**src/rtl/mw_eeprom_pkg.sv**
```systemverilog
package mw_eeprom_pkg;
  typedef enum logic [2:0] {
    ST_IDLE, ST_OPC, ST_ADDR, ST_DATA, ST_WAIT, ST_READ
  } mw_state_e;

  localparam logic [1:0] OP_READ    = 2'b10;
  localparam logic [1:0] OP_WRITE   = 2'b01;
  localparam logic [1:0] OP_SPECIAL = 2'b00;

  // sub-commands carried in the two top address bits of a special frame
  localparam logic [1:0] SUB_ENABLE  = 2'b11;
  localparam logic [1:0] SUB_DISABLE = 2'b00;
  localparam logic [1:0] SUB_FILL    = 2'b01;
endpackage

```
**src/rtl/mw_pin_sync.sv**
```systemverilog
module mw_pin_sync (
  input  logic clk,
  input  logic rst_n,
  input  logic cs,
  input  logic sk,
  input  logic di,
  output logic cs_s,
  output logic cs_fall,
  output logic sk_rise,
  output logic di_s
);
  logic [2:0] cs_p, sk_p;
  logic [1:0] di_p;

  always_ff @(posedge clk or negedge rst_n) begin
    if (!rst_n) begin
      cs_p <= '0;
      sk_p <= '0;
      di_p <= '0;
    end else begin
      cs_p <= {cs_p[1:0], cs};
      sk_p <= {sk_p[1:0], sk};
      di_p <= {di_p[0], di};
    end
  end

  assign cs_s    = cs_p[1];
  assign cs_fall = cs_p[2] & ~cs_p[1];
  assign sk_rise = sk_p[1] & ~sk_p[2];
  assign di_s    = di_p[1];
endmodule

```
**src/rtl/mw_cmd_engine.sv**
```systemverilog
module mw_cmd_engine
  import mw_eeprom_pkg::*;
#(
  parameter int ADDR_W = 7,
  parameter int DATA_W = 16
) (
  input  logic              clk,
  input  logic              rst_n,
  input  logic              cs_s,
  input  logic              cs_fall,
  input  logic              sk_rise,
  input  logic              di_s,
  input  logic              busy,
  input  logic [DATA_W-1:0] rd_word,
  output logic              rd_drive,
  output logic              rd_bit,
  output logic              start_seen,
  output logic              wr_go,
  output logic              wr_all,
  output logic              ewen_p,
  output logic              ewds_p,
  output logic [ADDR_W-1:0] addr,
  output logic [DATA_W-1:0] wr_data
);
  localparam int CMAX = (DATA_W > ADDR_W) ? DATA_W : ADDR_W;
  localparam int CW   = $clog2(CMAX + 1);
  localparam logic [DATA_W-1:0] ONE = {{(DATA_W-1){1'b0}}, 1'b1};

  mw_state_e         st;
  logic [CW-1:0]     cnt;
  logic [1:0]        opc;
  logic [ADDR_W-1:0] addr_nx;

  assign addr_nx = {addr[ADDR_W-2:0], di_s};

  always_ff @(posedge clk or negedge rst_n) begin
    if (!rst_n) begin
      st         <= ST_IDLE;
      cnt        <= '0;
      opc        <= '0;
      addr       <= '0;
      wr_data    <= '0;
      wr_all     <= 1'b0;
      start_seen <= 1'b0;
      wr_go      <= 1'b0;
      ewen_p     <= 1'b0;
      ewds_p     <= 1'b0;
    end else begin
      start_seen <= 1'b0;
      wr_go      <= 1'b0;
      ewen_p     <= 1'b0;
      ewds_p     <= 1'b0;
      if (!cs_s) begin
        if (cs_fall && st == ST_WAIT) wr_go <= 1'b1;
        st <= ST_IDLE;
      end else if (sk_rise) begin
        unique case (st)
          ST_IDLE: if (di_s && !busy) begin
            st         <= ST_OPC;
            cnt        <= '0;
            start_seen <= 1'b1;
          end
          ST_OPC: begin
            opc <= {opc[0], di_s};
            if (cnt == CW'(1)) begin
              st  <= ST_ADDR;
              cnt <= '0;
            end else cnt <= cnt + 1'b1;
          end
          ST_ADDR: begin
            addr <= addr_nx;
            if (cnt == CW'(ADDR_W - 1)) begin
              cnt <= '0;
              if (opc == OP_READ) st <= ST_READ;
              else if (opc == OP_WRITE) begin
                st     <= ST_DATA;
                wr_all <= 1'b0;
              end else if (opc == OP_SPECIAL) begin
                st <= ST_IDLE;
                case (addr_nx[ADDR_W-1 -: 2])
                  SUB_ENABLE:  ewen_p <= 1'b1;
                  SUB_DISABLE: ewds_p <= 1'b1;
                  SUB_FILL: begin
                    st     <= ST_DATA;
                    wr_all <= 1'b1;
                  end
                  default: ;
                endcase
              end else st <= ST_IDLE;
            end else cnt <= cnt + 1'b1;
          end
          ST_DATA: begin
            wr_data <= {wr_data[DATA_W-2:0], di_s};
            if (cnt == CW'(DATA_W - 1)) st <= ST_WAIT;
            else cnt <= cnt + 1'b1;
          end
          ST_READ: if (cnt != CW'(DATA_W)) cnt <= cnt + 1'b1;
          ST_WAIT: ;
          default: st <= ST_IDLE;
        endcase
      end
    end
  end

  // cnt 0 gives a shift of DATA_W, an empty mask: the leading dummy 0
  assign rd_drive = (st == ST_READ);
  assign rd_bit   = |(rd_word & (ONE << (CW'(DATA_W) - cnt)));
endmodule

```
**src/rtl/mw_write_timer.sv**
```systemverilog
module mw_write_timer #(
  parameter int WR_CYCLES = 5000
) (
  input  logic clk,
  input  logic rst_n,
  input  logic start,
  output logic busy,
  output logic done
);
  localparam int TW = $clog2(WR_CYCLES + 1);
  logic [TW-1:0] cnt;

  always_ff @(posedge clk or negedge rst_n) begin
    if (!rst_n) begin
      busy <= 1'b0;
      done <= 1'b0;
      cnt  <= '0;
    end else begin
      done <= 1'b0;
      if (start && !busy) begin
        busy <= 1'b1;
        cnt  <= '0;
      end else if (busy) begin
        if (cnt == TW'(WR_CYCLES - 1)) begin
          busy <= 1'b0;
          done <= 1'b1;
        end else cnt <= cnt + 1'b1;
      end
    end
  end
endmodule

```
**src/rtl/mw_word_array.sv**
```systemverilog
module mw_word_array #(
  parameter int ADDR_W = 7,
  parameter int DATA_W = 16
) (
  input  logic              clk,
  input  logic              rst_n,
  input  logic              we,
  input  logic              fill,
  input  logic [ADDR_W-1:0] addr,
  input  logic [DATA_W-1:0] wdata,
  output logic [DATA_W-1:0] rdata
);
  localparam int WORDS = 1 << ADDR_W;
  logic [WORDS-1:0][DATA_W-1:0] words;

  for (genvar i = 0; i < WORDS; i++) begin : g_word
    logic [DATA_W-1:0] q;
    always_ff @(posedge clk or negedge rst_n) begin
      if (!rst_n) q <= '1;
      else if (we && (fill || addr == ADDR_W'(i))) q <= wdata;
    end
    assign words[i] = q;
  end

  assign rdata = words[addr];
endmodule

```
**src/rtl/mw_eeprom.sv**
```systemverilog
module mw_eeprom
  import mw_eeprom_pkg::*;
#(
  parameter int ADDR_W    = 7,
  parameter int DATA_W    = 16,
  parameter int WR_CYCLES = 5000
) (
  input  logic clk,
  input  logic rst_n,
  input  logic cs,
  input  logic sk,
  input  logic di,
  output logic do_o,
  output logic do_oe
);
  logic cs_s, cs_fall, sk_rise, di_s;
  logic rd_drive, rd_bit, start_seen, wr_go, wr_all, ewen_p, ewds_p;
  logic busy, wr_done, start_write;
  logic wr_en, status_on;
  logic [ADDR_W-1:0] addr;
  logic [DATA_W-1:0] wr_data, rd_word;

  mw_pin_sync sync_i (
    .clk(clk), .rst_n(rst_n), .cs(cs), .sk(sk), .di(di),
    .cs_s(cs_s), .cs_fall(cs_fall), .sk_rise(sk_rise), .di_s(di_s)
  );

  mw_cmd_engine #(.ADDR_W(ADDR_W), .DATA_W(DATA_W)) eng_i (
    .clk(clk), .rst_n(rst_n), .cs_s(cs_s), .cs_fall(cs_fall),
    .sk_rise(sk_rise), .di_s(di_s), .busy(busy), .rd_word(rd_word),
    .rd_drive(rd_drive), .rd_bit(rd_bit), .start_seen(start_seen),
    .wr_go(wr_go), .wr_all(wr_all), .ewen_p(ewen_p), .ewds_p(ewds_p),
    .addr(addr), .wr_data(wr_data)
  );

  mw_write_timer #(.WR_CYCLES(WR_CYCLES)) tmr_i (
    .clk(clk), .rst_n(rst_n), .start(start_write), .busy(busy), .done(wr_done)
  );

  mw_word_array #(.ADDR_W(ADDR_W), .DATA_W(DATA_W)) mem_i (
    .clk(clk), .rst_n(rst_n), .we(wr_done), .fill(wr_all),
    .addr(addr), .wdata(wr_data), .rdata(rd_word)
  );

  assign start_write = wr_go && wr_en && !busy;

  always_ff @(posedge clk or negedge rst_n) begin
    if (!rst_n) begin
      wr_en     <= 1'b0;
      status_on <= 1'b0;
    end else begin
      if (ewen_p) wr_en <= 1'b1;
      else if (ewds_p) wr_en <= 1'b0;
      if (start_write) status_on <= 1'b1;
      else if (start_seen || (!cs_s && !busy)) status_on <= 1'b0;
    end
  end

  assign do_oe = cs_s && (status_on || rd_drive);
  assign do_o  = status_on ? !busy : rd_bit;
endmodule

```
**config.mk**
```make
export PLATFORM = sky130hd
export DESIGN_NAME = mw_eeprom
export DESIGN_NICKNAME = d
export VERILOG_FILES = /design/src/rtl/mw_eeprom_pkg.sv /design/src/rtl/mw_pin_sync.sv /design/src/rtl/mw_cmd_engine.sv /design/src/rtl/mw_write_timer.sv /design/src/rtl/mw_word_array.sv /design/src/rtl/mw_eeprom.sv
export SDC_FILE = /design/constraint.sdc
export NUM_CORES = 2
export LEC_CHECK = 0
export BUFFER_PORTS_ARGS = -buffer_cell sky130_fd_sc_hd__buf_2
export CORE_AREA = 10 10 485 487
export DETAILED_ROUTE_END_ITERATION = 8
export DIE_AREA = 0 0 495 497
export GPL_TIMING_DRIVEN = 0
export PLACE_DENSITY = 0.61
export REMOVE_ABC_BUFFERS = 1
export SYNTH_ARGS = -nofsm -noshare
export SYNTH_HDL_FRONTEND = slang
export SYNTH_HIERARCHICAL = 1
export SYNTH_SLANG_ARGS = --single-unit
```
**constraint.sdc**
```tcl
create_clock -name clk -period 4.2 [get_ports clk]
set_clock_uncertainty 0.1 [all_clocks]
set_input_delay 0.21 -clock clk [delete_from_list [all_inputs] [get_ports clk]]
set_output_delay 0.21 -clock clk [all_outputs]
set_load 0.02 [all_outputs]
```
### Word-level counts from Yosys, hierarchy flattened

Index checks and enable logic that the tools add are counted.
W data, S select, Z words.

| operators by class | value |
|---|---|
| add/subtract/negate cells | 3 |
| magnitude comparators | 1 |
| equality and inequality tests | 151 |
| shift operators | 1 |
| muxes and demuxes | 58 |
| bitwise gates (word level) | 6 |
| reduce and logical (&&, ||, !) cells | 286 |

Operator list:

| cell | count |
|---|---|
| $eq A7 B7 Y1 const B | 64 |
| $eq A7 B6 Y1 const B | 32 |
| $logic_and A1 B1 Y1 | 135 |
| $logic_or A1 B1 Y1 | 130 |
| $bmux W16 S7 | 1 |
| $eq A7 B5 Y1 const B | 16 |
| $eq A7 B4 Y1 const B | 8 |
| $mux W13 | 3 |
| $mux W1 | 36 |
| $eq A7 B3 Y1 const B | 4 |
| $mux W5 | 5 |
| $pmux W5 S5 | 1 |
| $mux W3 | 8 |
| $and A16 B16 Y16 | 1 |
| $mux W16 | 1 |
| $reduce_or A16 Y1 | 1 |
| $shl A1 B5 Y16 const A | 1 |
| $pmux W3 S5 | 1 |
| $eq A7 B2 Y1 const B | 2 |
| $add A13 B1 Y13 const B | 1 |
| $eq A13 B13 Y1 const B | 1 |
| $ne A3 B2 Y1 const B | 4 |
| $reduce_and A6 Y1 | 2 |
| $reduce_bool A2 Y1 | 5 |
| other kinds (27) | 43 |

| word-level totals | value |
|---|---|
| bits in registers | 2111 |
| input bits | 5 |
| output and inout bits | 2 |
| word-level logic and storage cells | 652 |

### Longest topological paths before layout

| logic depth | value |
|---|---|
| depth in word-level cells | 9 |
| mapped depth | 18 |
| depth with buffers taken out | 11 |

### Modules after synthesis

The synthesis kept the hierarchy.

Modules (own cells, without submodules):

| module | times used | cells each | area an instance (um2) | seq. area each (um2) |
|---|---|---|---|---|
| mw_word_array | 1 | 6370 | 97793.8 | 53811.6 |
| mw_cmd_engine | 1 | 164 | 1984.4 | 950.9 |
| mw_write_timer | 1 | 82 | 797.0 | 375.4 |
| mw_pin_sync | 1 | 10 | 227.7 | 200.2 |
| mw_eeprom | 1 | 12 | 103.8 | 50.0 |

### Worst setup path before layout

Ideal clock, no wire load.

| path | value |
|---|---|
| kind | flip-flop to output port |
| from | reg eng_i.addr[0] |
| to | out do_o |
| arrival | 3.122 ns |
| required time | 3.890 ns |
| slack | 0.768 ns |
| stages on the path, launching flop included | 15 |
| buffers on the path | 3 |
| cells stage by stage | dfrtp_1 -> buf_4 -> buf_4 -> buf_2 -> mux4_1 -> a22oi_1 -> nand2_1 -> a2111oi_0 -> a22oi_1 -> a222oi_1 -> mux2i_1 -> a21oi_1 -> a211oi_1 -> nand2b_1 -> o21ai_0 |

| on the way | value |
|---|---|
| word-level cells in the longest chain between the ends | 5 |

RTL lines:

| item | RTL line | RTL |
|---|---|---|
| start: declaration | mw_cmd_engine.sv:22 | `output logic [ADDR_W-1:0] addr,` |
| start signal: assignment | mw_cmd_engine.sv:71 | `addr <= addr_nx;` |
| $bmux W16 S7 | mw_word_array.sv:25 | `assign rdata = words[addr];` |
| $mux W16 (not written as such) | mw_word_array.sv:25 |  |
| net rd_word[12] | mw_eeprom.sv:21 | `logic [DATA_W-1:0] wr_data, rd_word;` |
| $and A16 B16 Y16 | mw_cmd_engine.sv:107 | `assign rd_bit = \|(rd_word & (ONE << (CW'(DATA_W) - cnt)));` |
| $reduce_or A16 Y1 | mw_cmd_engine.sv:107 |  |
| net rd_bit | mw_eeprom.sv:17 | `logic rd_drive, rd_bit, start_seen, wr_go, wr_all, ewen_p, ewds_p;` |
| $mux W1 | mw_eeprom.sv:60 | `assign do_o = status_on ? !busy : rd_bit;` |
| end: declaration | mw_eeprom.sv:13 | `output logic do_o,` |

The timed path passes the listed nets, and every way through them passes these cells. The select of a mux whose other input is x is not followed.

### Worst setup path in the final report

| path | value |
|---|---|
| from | reg eng_i.addr[4] |
| to | out do_o |

Same word-level chain as after synthesis.

==> metrics.yaml <==
yosys:
  synth-compound-area-share_pct: 3.56
  yosys.area.top_type_share_pct: 53.3
  ys_ff_latch: 2111
  synthesis.area_mm2: 0.101
  synth.distinct_cells: 84
  ys_seq_area_share_pct: 54.9
  synthFlopType: "dfstp_2"
  synth_area_leaders: "dfstp_2 53%, mux2_2 23%, mux4_2 8.0%, mux2i_1 3.3%, dfrtp_1 1.6%"
  synth_top_cell_by_area: "dfstp_2"
  synth_edf_count: 0
  synth_commonest_cells: "2086 x mux2_2, 2048 x dfstp_2, 359 x mux4_2"
  synth_xor_area_share_pct: 0.0174
  ys_async_sr_fraction_pct: 100
  synth_fa_ha_area_share_pct: 0.112
  synth_area_per_cell_um2: 15.2
  synth_top_family_by_area: "multiplexers"
  yosysWarnings: 6
  synth_mux_area_share_pct: 35.2
  synthCells: 6638
  yosysMostFrequentCell: "mux2_2"
  synth-simple-area-share_pct: 2.61
floorplan:
  die_x_um: 495
  die_y_um: 497
  start_util_pct: 44.7
  rows: 175
  num_io_pins: 7
  core_area_mm2: 0.226
  dieArea_mm2: 0.246
sta:
  worstMarginPinSlew_ns: 1.20
  slew_viol_final: 0
  fin_crit_ns: 5.63
  rsz0062_at_grt: "yes"
  fin_crit_sh_pct: 134
  setup_slack_ns: -1.43
  max_freq_mhz: 178
  finalHoldViolCount: 0
  tns_ns: -1.45
  max_slew_margin_pct: 19.7
  setup_viol: 7
finish:
  nets: 6469
  post-route-util_pct: 51.1
  nFillCells: 18600
  syn_to_final_growth_pct: 14.5
  drive_above_1_share_pct: 81.2
drt:
  dr_total_vias: 57900
  post_drt_via_cell_ratio: 5.99
  first_pass_iters: 5
  drt_iter0_drc: 4474
  routedWlPerCell_um: 30.2
  drcViolationCount: 0
  ant_nets: 0
  drt_wl_total_um: 292000
run_status:
  outcome: "finished, violations left"
  violations: "setup timing"
clock_tree:
  cts_tree: "done"
  cts_made_buffers: 222
  clock_latency_ns: 0.86
  cts.sinks: 2111
  clk_pin_slew_worst_paths_ns: 0.06
  h-tree-depth: 4
  cts_buffer_depth: 3
  cts_root_buffer: "clkbuf_16"
global_routing:
  grt_overflow: 0
  grt_usage_pct: 23.3
  antenna_found_initial: 10
  grt_max_degree: 183
  grt_pass1_wl_um: 429000
  first_global_vias: 60300
setup_path:
  required_ns: 3.89
  worstPathArrival_ns: 5.32
  path_class: "flip-flop to primary output"
  cp-start-kind: "flip-flop"
  cp-end-kind: "primary output"
  path_cells: "buf_16 > nor2b_4 > and2_2 > nand3_1 > nand4_1 > o22a_1 > a22oi_1 > a21oi_1 > a211oi_4 > a211oi_2 > nand2b_1 > o21ai_1 > buf_2"
  crit_slowest_cell: "dfrtp_4"
  path_max_fanout: 31
  cp_slowest_stage_delay_ns: 0.63
placement:
  port_buffers: 6
  gp_congestion: 0.839
  dp_hpwl_um: 184000
job:
  maxCapViolCount: 0
hold_path:
  hp-class: "input port to async pin"
power:
  cellPowerDensity_mw_per_mm2: 357
  ir_worst_vdd_v: 0.000472
  leakage_nw: 44.1
-- worst paths after layout --
path,startpoint,endpoint,slack [ns],cells past startpoint
worst max-delay path,eng_i/addr[4]$_DFFE_PN0P_,do_o,-1.43,13
max in group asynchronous,rst_n,mem_i/g_word[75].q[11]$_DFFE_PN1P_,1.27,6
worst min register to register,sync_i/di_p[0]$_DFF_PN0_,sync_i/di_p[1]$_DFF_PN0_,0.26,0
min in group clk,sync_i/di_p[0]$_DFF_PN0_,sync_i/di_p[1]$_DFF_PN0_,0.26,0
worst min-delay path,rst_n,mem_i/g_word[24].q[1]$_DFFE_PN1P_,0.07,2
worst max register to register,eng_i/addr[2]$_DFFE_PN0P_,mem_i/g_word[10].q[1]$_DFFE_PN1P_,-0.01,8
-- report_power, final --
part           internal [W]  leakage (nW)  switching [W]
clock                0.0116          3.73        0.00831
combinational      0.000224          18.4       0.000652
sequential           0.0205          21.9      0.0000180
total                0.0323          44.1        0.00898
-- cell type report --
cell class,count,area (um^2),share of cell area [%]
Inverter,11,41.3,0.0357
Clock buffer,348,6770,5.86
Timing Repair Buffer,297,6020,5.21
Sequential cell,2111,55500,48.0
Antenna cell,3,7.51,0.00650
Clock inverter,74,702,0.608
Tap cell,3009,3760,3.26
Multi-Input combinational cell,3812,42700,37.0
-- cells in the final DEF (no fill, tap or decap), types with 55 or more instances in the layout --
master	instances
nand2_1	61
dfstp_2	2048
clkbuf_8	68
mux2_2	2086
nand3_1	59
mux2i_1	323
clkbuf_1	55
clkbuf_16	225
nor2_1	64
nor2b_2	91
buf_8	98
mux4_2	360
buf_16	99
a21oi_1	142
a22oi_1	146
-- critical path, delay by kind of cell (launching register included) --
kind | cells | cell delay (ns)
buf+inv | 2 | 0.44
simple gates | 5 | 2.09
compound gates | 6 | 1.18
flops | 1 | 0.63
-- logic make-up after synthesis --
group	Yosys count
multiplexers	2798
flip-flops	2111
buffers and inverters	717
AO/OA/AOI/OAI	529
AND/OR/NAND/NOR	472
adder cells (fa/ha/maj)	9
XOR/XNOR	2
-- layer usage --
| metal | share of wire (%) | global-route usage [%] |
|---|---|---|
| met1 | 44 | 32.7 |
| met2 | 46 | 35.5 |
| met3 | 5.7 | 4.37 |
| met4 | 4.6 | 9.65 |
| met5 | 0.0038 | 0 |
-- flip-flops by register name (all words and copies together) (netlist names), 3 cells and up --
signal	cells
eng_i/addr	7
eng_i/cnt	5
mem_i/g_word.q	2048
eng_i/wr_data	16
tmr_i/cnt	13
sync_i/cs_p	3
sync_i/sk_p	3
eng_i/st	3
-- stage by stage --
stage	power, W	area (um^2)	setup slack [ns]	hold slack, ns	instances
6_report	0.0413	116000	-1.43	0.0729	9665
5_1_grt	0.0426	116000	-1.51	0.100	9663
4_1_cts	0.0418	115000	-1.34	0.0385	9662
3_5_place_dp	0.0216	106000	-2.60	0.0794	9162
3_3_place_gp	0.0214	101000	-47.61	0.222	8947
2_1_floorplan	0.0210	97300	-21.05	-0.186	5932
-- what timing repair did --
item                                    CTS  global route
buffers inserted                         35             0
endpoints found under the hold margin   127             0
gates cloned                             36             0
pin swaps                                23             1
gates resized for setup                  93             5
hold buffers                              8             0
setup endpoints to repair              1388            10
(Power assumes the default switching activity.)
